## src/rtl/addhn_pkg.sv

```systemverilog
package addhn_pkg;

    // Narrow result width; the wide source width is derived from it.
    localparam int NARROW_W   = 64;
    localparam int WIDE_W     = 2 * NARROW_W;
    localparam int IDX_W      = 4;
    localparam int REG_W      = IDX_W + 1;
    localparam int SIZE_CODES = 3;

    typedef enum logic [1:0] {
        SZ_BYTE = 2'b00,
        SZ_HALF = 2'b01,
        SZ_WORD = 2'b10,
        SZ_RSVD = 2'b11
    } size_e;

    typedef struct packed {
        logic             alias_op;
        logic             undef;
        logic [REG_W-1:0] dst;
        logic [IDX_W-1:0] qn;
        logic [IDX_W-1:0] qm;
    } dec_t;

    typedef struct packed {
        logic                valid;
        logic                wen;
        logic                undef;
        logic                alias_op;
        logic [REG_W-1:0]    dst;
        logic [IDX_W-1:0]    qn;
        logic [IDX_W-1:0]    qm;
        logic [NARROW_W-1:0] result;
    } stage_t;

endpackage

```

## src/rtl/addhn_decode.sv

```systemverilog
module addhn_decode
    import addhn_pkg::*;
(
    input  logic [1:0]       size,
    input  logic             n_hi,
    input  logic [IDX_W-1:0] n_idx,
    input  logic             m_hi,
    input  logic [IDX_W-1:0] m_idx,
    input  logic             d_hi,
    input  logic [IDX_W-1:0] d_idx,
    output dec_t             dec
);

    logic             rsvd;
    logic             odd_src;
    logic [REG_W-1:0] n_full;
    logic [REG_W-1:0] m_full;

    always_comb begin
        n_full  = {n_hi, n_idx};
        m_full  = {m_hi, m_idx};
        rsvd    = (size_e'(size) == SZ_RSVD);
        odd_src = n_full[0] | m_full[0];

        // The reserved size is resolved first: it names another operation.
        dec.alias_op = rsvd;
        dec.undef    = !rsvd && odd_src;
        dec.dst      = {d_hi, d_idx};
        dec.qn       = n_full[REG_W-1:1];
        dec.qm       = m_full[REG_W-1:1];
    end

endmodule

```

## src/rtl/addhn_lanes.sv

```systemverilog
module addhn_lanes
    import addhn_pkg::*;
#(
    parameter int NW = NARROW_W,
    parameter int NCODES = SIZE_CODES
) (
    input  logic [1:0]      size,
    input  logic [2*NW-1:0] opn,
    input  logic [2*NW-1:0] opm,
    output logic [NW-1:0]   narrowed
);

    logic [NW-1:0] per_size [NCODES];

    for (genvar s = 0; s < NCODES; s++) begin : g_size
        localparam int ESZ   = 8 << s;
        localparam int WSZ   = 2 * ESZ;
        localparam int LANES = NW / ESZ;
        logic [NW-1:0] packed_hi;

        for (genvar e = 0; e < LANES; e++) begin : g_lane
            // Wrapping wide add; only the upper half survives the cast.
            assign packed_hi[e*ESZ +: ESZ] =
                ESZ'((opn[e*WSZ +: WSZ] + opm[e*WSZ +: WSZ]) >> ESZ);
        end

        assign per_size[s] = packed_hi;
    end

    always_comb begin
        narrowed = '0;
        for (int s = 0; s < NCODES; s++) begin
            if (int'(size) == s) begin
                narrowed = per_size[s];
            end
        end
    end

endmodule

```

## src/rtl/addhn_unit.sv

```systemverilog
module addhn_unit
    import addhn_pkg::*;
(
    input  logic          clk,
    input  logic          rst,
    input  logic          in_valid,
    input  logic [1:0]    in_size,
    input  logic          in_n_hi,
    input  logic [3:0]    in_n_idx,
    input  logic          in_m_hi,
    input  logic [3:0]    in_m_idx,
    input  logic          in_d_hi,
    input  logic [3:0]    in_d_idx,
    input  logic [127:0]  in_opn,
    input  logic [127:0]  in_opm,
    output logic          out_valid,
    output logic          out_wen,
    output logic          out_undef,
    output logic          out_alias,
    output logic [4:0]    out_dst,
    output logic [3:0]    out_qn,
    output logic [3:0]    out_qm,
    output logic [63:0]   out_result
);

    dec_t                dec;
    logic [NARROW_W-1:0] lane_res;
    stage_t              stage_d;
    stage_t              stage_q;

    addhn_decode u_decode (
        .size  (in_size),
        .n_hi  (in_n_hi),
        .n_idx (in_n_idx),
        .m_hi  (in_m_hi),
        .m_idx (in_m_idx),
        .d_hi  (in_d_hi),
        .d_idx (in_d_idx),
        .dec   (dec)
    );

    addhn_lanes #(
        .NW     (NARROW_W),
        .NCODES (SIZE_CODES)
    ) u_lanes (
        .size     (in_size),
        .opn      (in_opn),
        .opm      (in_opm),
        .narrowed (lane_res)
    );

    always_comb begin
        stage_d = '0;
        if (in_valid) begin
            stage_d.valid    = 1'b1;
            stage_d.alias_op = dec.alias_op;
            stage_d.undef    = dec.undef;
            stage_d.wen      = !(dec.alias_op || dec.undef);
            stage_d.dst      = dec.dst;
            stage_d.qn       = dec.qn;
            stage_d.qm       = dec.qm;
            stage_d.result   = stage_d.wen ? lane_res : '0;
        end
    end

    always_ff @(posedge clk) begin
        if (rst) begin
            stage_q <= '0;
        end else begin
            stage_q <= stage_d;
        end
    end

    assign out_valid  = stage_q.valid;
    assign out_wen    = stage_q.wen;
    assign out_undef  = stage_q.undef;
    assign out_alias  = stage_q.alias_op;
    assign out_dst    = stage_q.dst;
    assign out_qn     = stage_q.qn;
    assign out_qm     = stage_q.qm;
    assign out_result = stage_q.result;


    valid_follow_chk: assert property (@(posedge clk) disable iff (rst)
        in_valid |=> out_valid);


    valid_idle_chk: assert property (@(posedge clk) disable iff (rst)
        !in_valid |=> !out_valid);


    wen_needs_valid_chk: assert property (@(posedge clk) disable iff (rst)
        !out_valid |-> !out_wen);


    alias_blocks_write_chk: assert property (@(posedge clk) disable iff (rst)
        out_alias |-> (!out_wen && !out_undef && out_result == '0));


    alias_from_size_chk: assert property (@(posedge clk) disable iff (rst)
        (in_valid && in_size == 2'b11) |=> out_alias);


    undef_blocks_write_chk: assert property (@(posedge clk) disable iff (rst)
        out_undef |-> (!out_wen && out_result == '0));


    odd_field_chk: assert property (@(posedge clk) disable iff (rst)
        (in_valid && in_size != 2'b11 && (in_n_idx[0] || in_m_idx[0]))
        |=> out_undef);


    legal_writes_chk: assert property (@(posedge clk) disable iff (rst)
        (out_valid && !out_undef && !out_alias) |-> out_wen);


    dst_pass_chk: assert property (@(posedge clk) disable iff (rst)
        in_valid |=> out_dst == $past({in_d_hi, in_d_idx}));


    reset_clear_chk: assert property (@(posedge clk)
        $past(rst) |-> (!out_valid && !out_wen));

endmodule

```

## config.mk

```make
export PLATFORM = sky130hd
export DESIGN_NAME = addhn_unit
export DESIGN_NICKNAME = d
export VERILOG_FILES = /design/src/rtl/addhn_pkg.sv /design/src/rtl/addhn_decode.sv /design/src/rtl/addhn_lanes.sv /design/src/rtl/addhn_unit.sv
export SDC_FILE = /design/constraint.sdc
export NUM_CORES = 1
export LEC_CHECK = 0
export BUFFER_PORTS_ARGS = -buffer_cell sky130_fd_sc_hd__clkbuf_2
export CELL_PAD_IN_SITES_DETAIL_PLACEMENT = 0
export CELL_PAD_IN_SITES_GLOBAL_PLACEMENT = 1
export CORE_UTILIZATION = 34
export CTS_CLUSTER_SIZE = 16
export DETAILED_ROUTE_END_ITERATION = 12
export HOLD_SLACK_MARGIN = 0.05
export PLACE_DENSITY = 0.81
export REMOVE_ABC_BUFFERS = 1
export SYNTH_ARGS = -nofsm -noshare
export SYNTH_HDL_FRONTEND = slang
export SYNTH_SLANG_ARGS = --single-unit
```

## constraint.sdc

```tcl
create_clock -name clk -period 3 [get_ports clk]
set_input_delay 0.6 -clock clk [delete_from_list [all_inputs] [get_ports clk]]
set_output_delay 0.6 -clock clk [all_outputs]
set_load 0.02 [all_outputs]
```

After elaboration in Yosys (flattened, before gate mapping)
Cells that the tools add are included.

Flip-flop bits (word level): 81.

Add/subtract/negate cells: 14. Equal/unequal tests: 3. Muxes and demuxes: 5. Bitwise logic cells: 2. Reduce and logical (&&, ||, !) cells: 7.

Operators by type and width (number): 2-to-1 mux 64 bit (4); adder 16 bit (8); adder 32 bit (4); adder 64 bit (2); 2-to-1 mux 81 bit (1); == test 2 bit, second input constant (3); OR reduction 3 bit (1); logical NOT 1 bit (2); logical NOT 2 bit (1); OR reduction 2 bit (1); logical AND 1 bit (1); logical OR 1 bit (1); NOT 1 bit (1); OR 1 bit (1).

Longest topological paths before layout
Depth in word-level cells: 6. Mapped depth: 11. Gate-level depth less buffers: 10.

By module
From an unflattened synthesis, not the netlist that was laid out.

Cell total of the unflattened synthesis: 1709. Area, all modules: 12050.3 sq um.

Modules (own cells, without submodules): addhn_lanes (instances 1, cells an instance 1523, area an instance 9700.6 sq um); addhn_unit (instances 1, cells an instance 170, area an instance 2223.4 sq um); addhn_decode (instances 1, cells an instance 16, area an instance 126.4 sq um).

Worst setup path before layout
Ideal clock, no wire load.

Kind: in2reg. From: in in_opn[8]. To: reg stage_q (netlist bit out_result[21]). Library setup time: 0.120 ns. Arrival: 2.913 ns. Data required time: 2.880 ns. Path slack: -0.033 ns. Stages: 10. Buffers on the path: 0. Cell sequence: ha_1 -> a211o_1 -> a211o_1 -> o211ai_1 -> a2111oi_2 -> nor3_1 -> and4_4 -> o41ai_4 -> mux2i_1 -> a211o_1.

Cells in the longest elaborated chain, start to end: 2.

RTL lines: start: declaration (line addhn_unit.sv:14) `input logic [127:0] in_opn,`; adder 64 bit (line addhn_lanes.sv:24) `ESZ'((opn[e*WSZ +: WSZ] + opm[e*WSZ +: WSZ]) >> ESZ);`; 2-to-1 mux 64 bit (line addhn_lanes.sv:33) `if (int'(size) == s) begin`; end signal: assignment (line addhn_unit.sv:70) `stage_q <= stage_d;`; end: declaration (line addhn_unit.sv:29) `stage_t stage_q;`.

Every way passes these cells. A chain may end at the register's enable or synchronous reset.

Worst setup path after layout
From: in in_opn[70]. To: reg stage_q (netlist bit out_result[45]).

Cells in the longest elaborated chain, start to end: 3. Elaborated cells on any way between the ends: 4. Those cells by class: add/sub (2); mux (2).

RTL lines (line): adder 32 bit (addhn_lanes.sv:24); 2-to-1 mux 64 bit (addhn_lanes.sv:33); 2-to-1 mux 64 bit * (addhn_lanes.sv:33).

Mark *: on every way between the ends. The rest lies on a longest branch, timed or not.

==> results.py <==
metrics = {
    "timing": {
        "relSlewSlack_pct": 56.5,
        "max_freq_ghz": 0.338,
        "setup_violations": 0,
        "timing.final.ws_setup_ns": 0.0427,
        "min_period_over_period_pct": 98.6,
        "rsz0062_at_grt": "true",
        "period_needed_ns": 2.96,
        "hold_ws_ns": 0.421,
        "slew_viol_final": 0,
        "final_hold_viol_count": 0,
        "finalSetupTns_ns": 0,
        "worst_pin_slew_ns": 0.646,
    },
    "worst_setup_path": {
        "end_kind": "flop",
        "cp.arrival_ns": 3.19,
        "critPathMaxFanout": 4,
        "crit_type": "in -> reg",
        "worstPathRequired_ns": 3.23,
        "start_kind": "primary input",
    },
    "final_layout": {
        "final_cells": 2796,
        "syn2layout_area_growth_pct": 45.5,
        "drive_gt1_share_pct": 35.0,
        "fin_nets": 2743,
        "final_area_sq_um": 17200,
        "antenna_cells": 0,
        "fillCellCount": 3418,
        "utilization_pct": 50.7,
    },
    "clocking": {
        "h-tree-depth": 3,
        "holdBufCountCts": 0,
        "cts_made_buffers": 9,
        "clkSlewWorstSetupHoldPaths_ns": 0.07,
        "cts_root_buf": "clkbuf_16",
        "cts.sinks": 81,
        "cts_tree": "yes",
        "cts_buffer_depth": 2,
    },
    "place": {
        "dp_slack_ns": -0.421,
        "dp_cells": 2780,
        "postPlaceCellArea_sq_um": 16700,
        "dp_hpwl_um": 43600,
        "gp_congestion": 0.971,
        "portBuffers": 356,
    },
    "power": {
        "ir_worst_vdd_mv": 0.294,
        "power.leakage_nw": 8.27,
        "p_per_area_nw_per_um2": 333,
        "total_power_mw": 5.73,
    },
    "floorplan": {
        "pin_count": 357,
        "rows": 67,
        "start_util_pct": 34.9,
        "die_w_um": 188,
        "dieArea_sq_um": 35500,
        "die_height_um": 188,
        "core_sq_um": 33900,
    },
    "yosys": {
        "synth_edf_count": 0,
        "ys_types": 84,
        "yosys_most_used_dff": "dfxtp_1",
        "ys_ff_latch": 81,
        "syn_area_sq_um": 11800,
        "async_reset_ff_share_pct": 0,
        "synth_area_leaders": "dfxtp_1, ha_1, a21oi_1, xnor2_1, nand2_1",
        "synth_top_area_cell": "dfxtp_1",
        "ys_seq_area_share_pct": 13.7,
        "synthCells": 1680,
        "yosys_warnings": 0,
        "synth_top_area_share_pct": 13.7,
        "syn_avg_cell_area_sq_um": 7.03,
    },
    "global_route": {
        "antenna_found_initial": 0,
        "grt_pass1_wl_um": 79400,
        "grt_use_total_pct": 28.2,
        "first_global_vias": 15100,
        "grt_start_max_net_pins": 30,
        "grt_overflow": 0,
    },
    "drt": {
        "dr.pass1.iters": 6,
        "wl_um": 51500,
        "drc": 0,
        "ant_nets": 0,
        "wl_per_cell_um": 18.4,
        "drtIter0Drc": 1031,
        "vias": 15700,
        "viasPerCell": 5.60,
    },
    "status": {
        "status": "finished clean",
    },
    "worst_hold_path": {
        "min_path_type": "in -> reg",
    },
    "flow_run": {
        "cap_violations": 0,
    },
}
[critical path: stages]
cell and delay (ns):
clkbuf_2 0.08, ha_1 0.32, buf_4 0.15, a21oi_1 0.24, o21ai_0 0.16, a41oi_1 0.22, nand3_1 0.17, o31ai_2 0.25
buf_4 0.18, a21oi_4 0.08, buf_4 0.16, a21oi_1 0.20, xor2_1 0.22, o22ai_1 0.15
[synthesized netlist by cell type, types with 5 or more instances]
library cell and n:
a21o_1 68, a221oi_1 9, a211oi_1 12, xor2_1 52, a31o_2 5, o211ai_1 12, nor3_1 34, a21oi_1 229
buf_1 6, dfxtp_1 81, nor2_1 126, o31ai_1 11, nand2b_1 13, o221ai_1 9, a22oi_1 9, ha_1 124
o21ai_0 117, nor4_1 9, or2_2 12, and2_1 22, mux2i_1 5, inv_1 42, and4_1 5, o21bai_1 32
nand4_1 55, clkbuf_1 64, nand2_1 163, o21a_1 28, nor2b_1 8, and3_1 14, nand3_1 22, a21boi_0 10
buf_2 17, o21ai_1 13, a211o_1 10, mux2_2 6, a31oi_1 18, xnor2_1 77, or3_1 15, o22ai_1 41
[state kept, by name (all words and copies together), names as in the netlist]
name and cells:
out_result 64, out_dst 5, out_qm 4, out_qn 4, out_alias 1, out_undef 1
out_valid 1, out_wen 1
[cell families (layout without fill, tap and decap cells)]
family | count (synthesis) | in the layout | synth area share, %
fa+ha+maj | 124 | 124 | 13.1
compound gates | 694 | 694 | 37.5
mux | 11 | 11 | 0.996
buf+inv | 129 | 797 | 4.28
flops | 81 | 81 | 13.7
xor+xnor | 129 | 129 | 9.56
simple gates | 512 | 512 | 20.8
[layout by cell type, fill, tap and decap left out, types with 9 or more instances in the layout]
cell type  count
a21oi_1      226
nor4_1         9
clkbuf_2     356
o21bai_1      31
or2_2         12
and3_1        14
nor2_1       126
a221oi_1       9
dfxtp_1       81
a21boi_0       9
a31oi_1       15
a22oi_1        9
o211ai_1      12
a211o_1       10
nand2_1      162
inv_1         42
ha_1         121
o22ai_1       41
and2_1        22
xor2_1        52
nand3_1       21
buf_4        382
o31ai_1       10
xnor2_1       76
o21ai_1       16
clkbuf_16      9
nand2b_1      13
a21o_1        68
o21ai_0      114
o21a_1        28
nor3_1        32
or3_1         15
nand4_1       55
a211oi_1      10
[path summary, 6_finish.rpt]
check,start,cells after the start,to,slack [ns]
max,in_opn[70],14,out_result[45],0.04
min,in_d_hi,2,out_dst[4],0.42
[per-layer routing]
metal / share of wire [%] / vias up / GRT usage (%)
met5: 0 / - / 0
met4: 2.7 / 0 / 8.84
met3: 5.6 / 92 / 3.04
met2: 48 / 613 / 49.8
met1: 43 / 7324 / 35.6
li1: - / 7630 / -
[report_power, final]
| group | switching [mW] | internal [mW] | leakage (nW) | total, mW |
|---|---|---|---|---|
| registers | 0.0136 | 1.11 | 0.659 | 1.13 |
| logic | 1.78 | 1.55 | 7.46 | 3.34 |
| clock network | 0.582 | 0.682 | 0.155 | 1.26 |
| total | 2.38 | 3.35 | 8.27 | 5.73 |
[what timing repair did]
action,in CTS,in global routing
endpoints found under the hold margin,0,0
setup endpoints to repair,4,27
pin swaps,1,12
setup buffers,0,1
cloned,0,0
gates resized for setup,0,32
[area by class of cell]
| cell class | count | area [sq um] | area share [%] |
|---|---|---|---|
| sequential | 81 | 1620 | 9.44 |
| tap | 448 | 561 | 3.26 |
| multi-input combinational | 1470 | 9860 | 57.4 |
| clock buffer | 10 | 239 | 1.39 |
| clock inverter | 6 | 72.6 | 0.422 |
| timing repair buffer | 739 | 4670 | 27.2 |
| inverter | 42 | 158 | 0.917 |
Note: power is estimated with default switching activity, not from simulation.
